File: config.mk
export PLATFORM = sky130hd
export DESIGN_NAME = hazard_ctrl
export DESIGN_NICKNAME = d
export VERILOG_FILES = /design/src/rtl/hz_pkg.sv /design/src/rtl/hz_load_use_det.sv /design/src/rtl/hz_squash.sv /design/src/rtl/hazard_ctrl.sv
export SDC_FILE = /design/constraint.sdc
export NUM_CORES = 1
export LEC_CHECK = 0
export CAP_MARGIN = 25
export CORE_AREA = 2 2 39 41
export DETAILED_ROUTE_END_ITERATION = 10
export DIE_AREA = 0 0 41 43
export MAX_ROUTING_LAYER = met4
export PLACE_DENSITY = 0.56
export SYNTH_ARGS = -nofsm -noshare
export SYNTH_HDL_FRONTEND = slang
export SYNTH_HIERARCHICAL = 1
export SYNTH_SLANG_ARGS = --single-unit
File: constraint.sdc
create_clock -name vclk -period 1.2
set_clock_uncertainty 0.2 [all_clocks]
set_input_delay 0.18 -clock vclk [all_inputs]
set_output_delay 0.18 -clock vclk [all_outputs]
set_load 0.02 [all_outputs]
File: src/rtl/hz_pkg.sv
package hz_pkg;
  localparam int unsigned REG_AW_DEF  = 5;
  localparam int unsigned NUM_SRC_DEF = 2;

  typedef struct packed {
    logic pc_we;
    logic ifid_we;
    logic bubble;
    logic flush;
  } hz_ctrl_t;
endpackage

File: src/rtl/hz_load_use_det.sv
module hz_load_use_det #(
  parameter int unsigned REG_AW  = hz_pkg::REG_AW_DEF,
  parameter int unsigned NUM_SRC = hz_pkg::NUM_SRC_DEF,
  localparam int unsigned SRC_W  = REG_AW * NUM_SRC
) (
  input  logic              clk_i,
  input  logic              rst_ni,
  input  logic              ld_flag_i,
  input  logic [REG_AW-1:0] ld_dst_i,
  input  logic [SRC_W-1:0]  dec_src_i,
  output logic              stall_o
);
  logic [NUM_SRC-1:0] hit;

  for (genvar g = 0; g < NUM_SRC; g++) begin : g_cmp
    assign hit[g] = (dec_src_i[g*REG_AW +: REG_AW] == ld_dst_i);
  end

  assign stall_o = ld_flag_i & (|hit);

  assert_no_stall_wo_load_R3 : assert property (@(posedge clk_i) disable iff (!rst_ni)
    stall_o |-> ld_flag_i);
  assert_src0_match_R1 : assert property (@(posedge clk_i) disable iff (!rst_ni)
    (ld_flag_i && dec_src_i[REG_AW-1:0] == ld_dst_i) |-> stall_o);
  assert_src1_match_R2 : assert property (@(posedge clk_i) disable iff (!rst_ni)
    (ld_flag_i && dec_src_i[SRC_W-1 -: REG_AW] == ld_dst_i) |-> stall_o);
endmodule

File: src/rtl/hz_squash.sv
module hz_squash (
  input  logic clk_i,
  input  logic rst_ni,
  input  logic br_taken_i,
  input  logic stall_i,
  output logic flush_o
);
  // stall wins; branch stays in decode and is re-evaluated next cycle
  assign flush_o = br_taken_i & ~stall_i;

  assert_no_flush_in_stall_R7 : assert property (@(posedge clk_i) disable iff (!rst_ni)
    stall_i |-> !flush_o);
  assert_flush_on_taken_R6 : assert property (@(posedge clk_i) disable iff (!rst_ni)
    (br_taken_i && !stall_i) |-> flush_o);
endmodule

File: src/rtl/hazard_ctrl.sv
module hazard_ctrl #(
  parameter int unsigned REG_AW  = hz_pkg::REG_AW_DEF,
  parameter int unsigned NUM_SRC = hz_pkg::NUM_SRC_DEF,
  localparam int unsigned SRC_W  = REG_AW * NUM_SRC
) (
  input  logic              clk_i,
  input  logic              rst_ni,
  input  logic              ld_flag_i,
  input  logic [REG_AW-1:0] ld_dst_i,
  input  logic [SRC_W-1:0]  dec_src_i,
  input  logic              br_taken_i,
  output logic              pc_we_o,
  output logic              ifid_we_o,
  output logic              idex_bubble_o,
  output logic              ifid_flush_o
);
  import hz_pkg::*;

  logic     stall;
  logic     flush;
  hz_ctrl_t ctrl;

  hz_load_use_det #(
    .REG_AW  (REG_AW),
    .NUM_SRC (NUM_SRC)
  ) u_det (
    .clk_i     (clk_i),
    .rst_ni    (rst_ni),
    .ld_flag_i (ld_flag_i),
    .ld_dst_i  (ld_dst_i),
    .dec_src_i (dec_src_i),
    .stall_o   (stall)
  );

  hz_squash u_sq (
    .clk_i      (clk_i),
    .rst_ni     (rst_ni),
    .br_taken_i (br_taken_i),
    .stall_i    (stall),
    .flush_o    (flush)
  );

  always_comb begin
    ctrl.pc_we   = ~stall;
    ctrl.ifid_we = ~stall;
    ctrl.bubble  = stall;
    ctrl.flush   = flush;
  end

  assign pc_we_o       = ctrl.pc_we;
  assign ifid_we_o     = ctrl.ifid_we;
  assign idex_bubble_o = ctrl.bubble;
  assign ifid_flush_o  = ctrl.flush;

  assert_freeze_both_R4 : assert property (@(posedge clk_i) disable iff (!rst_ni)
    idex_bubble_o |-> (!pc_we_o && !ifid_we_o));
  assert_bubble_excl_flush_R5 : assert property (@(posedge clk_i) disable iff (!rst_ni)
    $onehot0({idex_bubble_o, ifid_flush_o}));
  assert_flush_advances_R6 : assert property (@(posedge clk_i) disable iff (!rst_ni)
    ifid_flush_o |-> (pc_we_o && ifid_we_o));
  assert_enables_agree_R4 : assert property (@(posedge clk_i) disable iff (!rst_ni)
    pc_we_o == ifid_we_o);
  assert_idle_R8 : assert property (@(posedge clk_i) disable iff (!rst_ni)
    (!ld_flag_i && !br_taken_i) |-> (pc_we_o && !idex_bubble_o && !ifid_flush_o));
endmodule

== Yosys cells after proc, flatten, opt, wreduce, memory -nomap -nowiden ==
Index checks and enable logic that the tools add are counted.
Storage, ports and cells
  logic and storage cells: 6
  input port bits: 19
  register bits after elaboration: 0
Cells by class
  eq/ne operators: 2
  bitwise operators: 3
  reduce and logical (&&, ||, !) cells: 1
Operators by type and width (count)
  $eq 5x5->1: 2
  $and 1x1->1: 2
  $reduce_or 2->1: 1
  $not 1->1: 1

== Longest topological paths before layout ==
Gate-level depths: netlist (run 1).
  depth after elaboration: 5
  gate-level depth with buffers: 5

== Hierarchy ==
The synthesis (run 1) kept the hierarchy.
Modules (own cells, without submodules)
  hz_load_use_det: seq. area each 0.0 um^2, times used 1, area an instance 113.9 um^2, cells an instance 15
  hz_squash: seq. area each 0.0 um^2, times used 1, area an instance 13.8 um^2, cells an instance 1
  hazard_ctrl: seq. area each 0.0 um^2, times used 1, area an instance 11.3 um^2, cells an instance 2

== Worst setup path before layout (run 1) ==
No wires, ideal clock.
  path type: input to output
  from: input port ld_dst_i[2]
  to: output port pc_we_o
  arrival time: 1.457 ns
  cell stages on the path: 5
  slack: -0.637 ns
  required time: 0.820 ns
  buffers on the path: 1
  cell sequence: xnor2_1 > nand4_1 > o22ai_1 > inv_1 > buf_4
Between the ends
  longest elaborated chain between the ends: 4
  elaborated cells on any way between the ends: 5
Ends and longest elaborated chain
  start: declaration: RTL line hazard_ctrl.sv:9  | input logic [REG_AW-1:0] ld_dst_i,
  $eq 5x5->1: RTL line hz_load_use_det.sv:16  | assign hit[g] = (dec_src_i[g*REG_AW +: REG_AW] == ld_dst_i);
  $reduce_or 2->1 *: RTL line hz_load_use_det.sv:19  | assign stall_o = ld_flag_i & (|hit);
  $and 1x1->1 *: RTL line hz_load_use_det.sv:19
  via idex_bubble_o: RTL line hazard_ctrl.sv:14  | output logic idex_bubble_o,
  $not 1->1 *
  end: declaration: RTL line hazard_ctrl.sv:12  | output logic pc_we_o,
The timed path passes the listed nets; every way through them passes the cells marked *.

== Worst setup path in the final report (run 1) ==
  from: input port dec_src_i[2]
  to: output port pc_we_o
Between the ends
  longest elaborated chain between the ends: 4
Ends and longest elaborated chain
  start: declaration: RTL line hazard_ctrl.sv:10  | input logic [SRC_W-1:0] dec_src_i,
  $eq 5x5->1: RTL line hz_load_use_det.sv:16
  $reduce_or 2->1: RTL line hz_load_use_det.sv:19
  $and 1x1->1: RTL line hz_load_use_det.sv:19
  $not 1->1: RTL line hazard_ctrl.sv:44  | ctrl.pc_we = ~stall;
No other way between the ends.

==> results of run 1 <==
==> metrics by stage <==
step / instance area (um2) / setup WS, ns / hold WS, ns / TNS, ns / total power, mW
global route: 418 / -0.232 / 0.685 / -0.887 / 0.161
detailed placement: 405 / -1.10 / 1.20 / -4.21 / 0.146
floorplan: 186 / -0.203 / 0.285 / -0.268 / 0.0655
CTS: 418 / -0.193 / 0.653 / -0.732 / 0.154
global placement: 405 / -1.10 / 1.20 / -4.23 / 0.147
finish: 418 / -0.182 / 0.655 / -0.689 / 0.151
==> layout make-up <==
type / instances / area (um2) / share of cell area (%)
Multi-Input combinational cell: 16 / 204 / 48.8
Timing Repair Buffer: 21 / 190 / 45.5
Tap cell: 16 / 20.0 / 4.79
Inverter: 1 / 3.75 / 0.898
==> power groups by stage <==
| stage | Clock (mW) | Combinational (mW) | Sequential [mW] |
|---|---|---|---|
| 2_1_floorplan | 0 | 0.0655 | 0 |
| 3_3_place_gp | 0 | 0.147 | 0 |
| 3_5_place_dp | 0 | 0.146 | 0 |
| 4_1_cts | 0 | 0.154 | 0 |
| 5_1_grt | 0 | 0.161 | 0 |
| 6_report | 0 | 0.151 | 0 |
==> per-layer routing <==
layer	wire length, um	share of wire [%]	global-route usage [%]	vias to the layer above
met3	61	15	0	0
met2	199	48	7.50	14
met1	157	38	6.41	73
li1	-	-	-	99
met5	0	0	-	-
met4	0	0	0	0
==> Yosys cell counts, drive strengths merged <==
| library cell | n | area, um2 |
|---|---|---|
| xnor2 | 10 | 87.6 |
| nand2 | 2 | 7.51 |
| nand4 | 2 | 12.5 |
| buf | 1 | 7.51 |
| inv | 1 | 3.75 |
| nor2b | 1 | 13.8 |
| o22ai | 1 | 6.26 |
==> worst min-delay path: stages <==
cell,delay (ns)
buf_6,0.08
xnor2_1,0.06
nand2_1,0.10
o22ai_4,0.09
buf_4,0.16
==> cells in the final DEF (no fill, tap or decap), drive strengths merged <==
| cell type | n |
|---|---|
| clkdlybuf4s50 | 1 |
| nand2 | 2 |
| xnor2 | 10 |
| buf | 18 |
| dlygate4sd2 | 1 |
| nand4 | 2 |
| inv | 1 |
| o22ai | 1 |
| clkdlybuf4s15 | 1 |
| nor2b | 1 |
==> path summary, 6_finish.rpt <==
kind                  cells past startpoint       endpoint          from  slack (ns)
worst max-delay path                      6        pc_we_o  dec_src_i[2]       -0.18
worst min-delay path                      5  idex_bubble_o   ld_dst_i[0]        0.65
==> cell families (layout without fill, tap and decap cells) <==
logic type / Yosys count / after routing / synth area share, %
AO/OA/AOI/OAI: 1 / 1 / 4.51
XOR/XNOR: 10 / 10 / 63.1
buffers and inverters: 2 / 22 / 8.11
AND/OR/NAND/NOR: 5 / 5 / 24.3
==> timing repair <==
action                                  CTS  global route
endpoints found under the setup margin    4             4
pin swaps                                15             2
gates resized for setup                  98             0
cloned                                    0             0
hold endpoints to repair                  0             0
==> flow_summary.ini, run 1 <==
[route]
wl_um = 418
vias_per_cell = 3.44
drtAntennaViolNets = 0
dr.pass1.iters = 1
drc = 0
drtIter0Drc = 0
vias = 186
wl_per_cell_um = 7.74

[outcome]
outcome = finished with violations
violations = negative setup slack

[power_and_ir_drop]
pwr-share-seq_pct = 0
p_int_mw = 0.0959
clock_power_share_pct = 0
leakage_nw = 0.191
p_per_area_mw_per_mm2 = 362
vdd_drop_max_mv = 0.0994
p_switching_mw = 0.0553
combPwrFrac_pct = 100.0
switching_share_pct = 36.6

[layout]
fin_nets = 59
area_growth_pct = 201
seq_cell_count = 0
layout-drive-gt1-share_pct = 78.9
nClkBuffers = 0
fin_util_pct = 30.2
seqCellArea_um2 = 0
antennaDiodeCount = 0
final_cells = 54
fillers = 155

[die]
die_y_um = 43
coreArea_mm2 = 0.00138
ios = 23
die_w_um = 41
die_area_mm2 = 0.00176
rows = 14
start_util_pct = 10.0

[setup_path]
worst_setup_path_start_kind = primary input
crit_top_cell = buf_6
path_max_fanout = 3
cp_slowest_cell = o22ai_4
path_class = in2out
path_cells = buf_6, xnor2_2, nand4_1, o22ai_4, inv_2, buf_6
critPathTopFamily = buffers and inverters
endpoint_kind = output pin
path_buf_inv = 3
cp.required_ns = 0.82
cp_slowest_stage_delay_ns = 0.23
arrival_ns = 1.00

[synthesis]
synth_fp_nets = 37
synth_cells = 18
synth.distinct_cells = 7
yosysSeqAreaShare_pct = 0
synth_area_per_cell_um2 = 7.72
syn-cell-area_um2 = 139
synth.yosys.warnings = 6

[timing]
hold_violations = 0
worst_pin_slew_ns = 0.205
setup_slack_ns = -0.182
setup_viol = 4
fin_crit_sh_pct = 115
fmax_mhz = 723
slew_headroom_pct = 86.3
slew_viol_final = 0
rsz0062_at_grt = true
post-route-min-period_ns = 1.38

[place]
dp_cells = 54
place_congestion = 0.563
io_buffer_count = 21
dp.final_hpwl_um = 383

[global_routing]
track_usage_pct = 4.52
grt_pass1_vias = 157
antenna_found_initial = 0
grt_pass1_wl_um = 572
grt_overflow = 0
grt_max_degree = 4

[job]
maxCapViolCount = 0

[clock_tree]
cts_hold_buf = 0
cts_setup_buffers = 0

[worst_hold_path]
hold_class = in2out
Power figures use the tool's default switching activity.
==> run 2: changes to the inputs <==
--- a/config.mk
+++ b/config.mk
@@ -6,11 +6,13 @@
 export NUM_CORES = 1
 export LEC_CHECK = 0
 export CAP_MARGIN = 25
+export CELL_PAD_IN_SITES_DETAIL_PLACEMENT = 1
+export CELL_PAD_IN_SITES_GLOBAL_PLACEMENT = 1
 export CORE_AREA = 2 2 39 41
 export DETAILED_ROUTE_END_ITERATION = 10
 export DIE_AREA = 0 0 41 43
 export MAX_ROUTING_LAYER = met4
-export PLACE_DENSITY = 0.56
+export PLACE_DENSITY_LB_ADDON = 0.08
 export SYNTH_ARGS = -nofsm -noshare
 export SYNTH_HDL_FRONTEND = slang
 export SYNTH_HIERARCHICAL = 1
==> run 2 against run 1 <==
Net effect: the flow still finishes with violations (negative setup slack); maximum frequency down 1.7%; combinational power about the same; die area unchanged; core utilization down 0.18 points; power down 1.9%; routed wire length up 14%; sequential share of layout area unchanged; critical endpoint is now ifid_we_o; largest power group unchanged.
==> flow_summary.ini, run 2 (same netlist as run 1, synthesis figures left out) <==
[layout]
layout-drive-gt1-share_pct = 73.7
fin_nets = 59
area_growth_pct = 199
seq_cell_count = 0
seqCellArea_um2 = 0
multi_input_area_um2 = 196
fillers = 160
nClkBuffers = 0
layout_commonest_cell = buf_6
antennaDiodeCount = 0
final_cell_mix = buf_6 (11), xnor2_2 (7), buf_2 (5)

[clock_tree]
cts_setup_buffers = 0
cts_hold_buf = 0

[power_and_ir_drop]
p_int_mw = 0.0947
p_total_mw = 0.148
combPwrFrac_pct = 100.0
leakage_nw = 0.186
p_per_area_mw_per_mm2 = 357
pwr-share-seq_pct = 0
switching_share_pct = 36.1
clock_power_share_pct = 0
p_switching_mw = 0.0536
vdd_drop_max_mv = 0.108

[setup_path]
arrival_ns = 1.03
crit_top_cell = buf_6
path_buf_inv = 3
critPathTopFamily = buffers and inverters
cp.required_ns = 0.82
cp_slowest_cell = o22ai_4
endpoint_kind = output pin
path_class = in2out
path_cells = buf_6, xnor2_2, nand4_1, o22ai_4, inv_2, buf_6
worst_setup_path_start_kind = primary input
path_max_fanout = 3
cp_slowest_stage_delay_ns = 0.26

[timing]
fmax_mhz = 711
rsz0062_at_grt = true
setup_slack_ns = -0.206
hold_slack_ns = 0.646
slew_viol_final = 0
hold_violations = 0
setup_viol = 4
worst_pin_slew_ns = 0.211
post-route-min-period_ns = 1.41
final.setup.tns_ns = -0.782
fin_crit_sh_pct = 117
slew_headroom_pct = 85.9

[global_routing]
grt_pass1_wl_um = 690
grt_overflow = 0
track_usage_pct = 5.24
antenna_found_initial = 0
grt_pass1_vias = 195
grt_max_degree = 4

[route]
drtIter0Drc = 0
vias_per_cell = 3.56
wl_per_cell_um = 8.81
dr.pass1.iters = 1
drtAntennaViolNets = 0
wl_um = 476
vias = 192
drc = 0

[place]
place_ws_ns = -1.09
io_buffer_count = 21
dp.final_hpwl_um = 440
place_congestion = 0.520

[outcome]
violations = negative setup slack
outcome = finished with violations

[die]
coreArea_mm2 = 0.00138
ios = 23
start_util_pct = 10.0
rows = 14
die_y_um = 43
die_area_mm2 = 0.00176
die_w_um = 41

[worst_hold_path]
hold_class = in2out

[job]
maxCapViolCount = 0
[run 2: what timing repair did]
item / 4_1_cts / 5_1_grt
resized for setup: 95 / 0
setup endpoints to repair: 4 / 4
pin swaps: 15 / 2
[run 2: worst paths after layout]
path	from	endpoint	cells after the start
setup / recovery	dec_src_i[2]	ifid_we_o	6
hold / removal	ld_dst_i[0]	idex_bubble_o	5
[run 2: metal layers]
layer  GRT usage, %  wire length, um
met5              -                0
met4              0                0
met3              0               67
met2           10.6              242
met1           5.45              165
[run 2: tightest hold or removal path, cell delays in order]
cell,delay [ns]
buf_6,0.08
xnor2_1,0.05
nand2_1,0.09
o22ai_4,0.10
buf_4,0.16
[run 2: area by class of cell]
| class | count | area share [%] |
|---|---|---|
| Timing Repair Buffer | 21 | 47.0 |
| Tap cell | 16 | 4.82 |
| Inverter | 1 | 0.904 |
| Multi-Input combinational cell | 16 | 47.3 |
[run 2: power by group through the flow]
stage	logic (mW)	registers, mW	clock network (mW)
after detailed placement	0.146	0	0
after floorplan	0.0655	0	0
after global placement	0.146	0	0
after CTS	0.152	0	0
after global routing	0.159	0	0
final	0.148	0	0
[run 2: per-stage QoR]
step / util [%] / cells / cell area, um2
final: 30.0 / 54 / 415
after global routing: 30.0 / 54 / 415
after CTS: 30.0 / 54 / 415
after detailed placement: 29.3 / 54 / 405
after global placement: 29.3 / 54 / 405
after floorplan: - / 18 / 186
==> run 3: changes to the inputs <==
--- a/config.mk
+++ b/config.mk
@@ -5,6 +5,7 @@
 export SDC_FILE = /design/constraint.sdc
 export NUM_CORES = 1
 export LEC_CHECK = 0
+export ABC_CLOCK_PERIOD_IN_PS = 1200
 export CAP_MARGIN = 25
 export CELL_PAD_IN_SITES_DETAIL_PLACEMENT = 1
 export CELL_PAD_IN_SITES_GLOBAL_PLACEMENT = 1
==> results of run 3 <==
No change in the layout: final DEF, timing and power equal those of run 2.
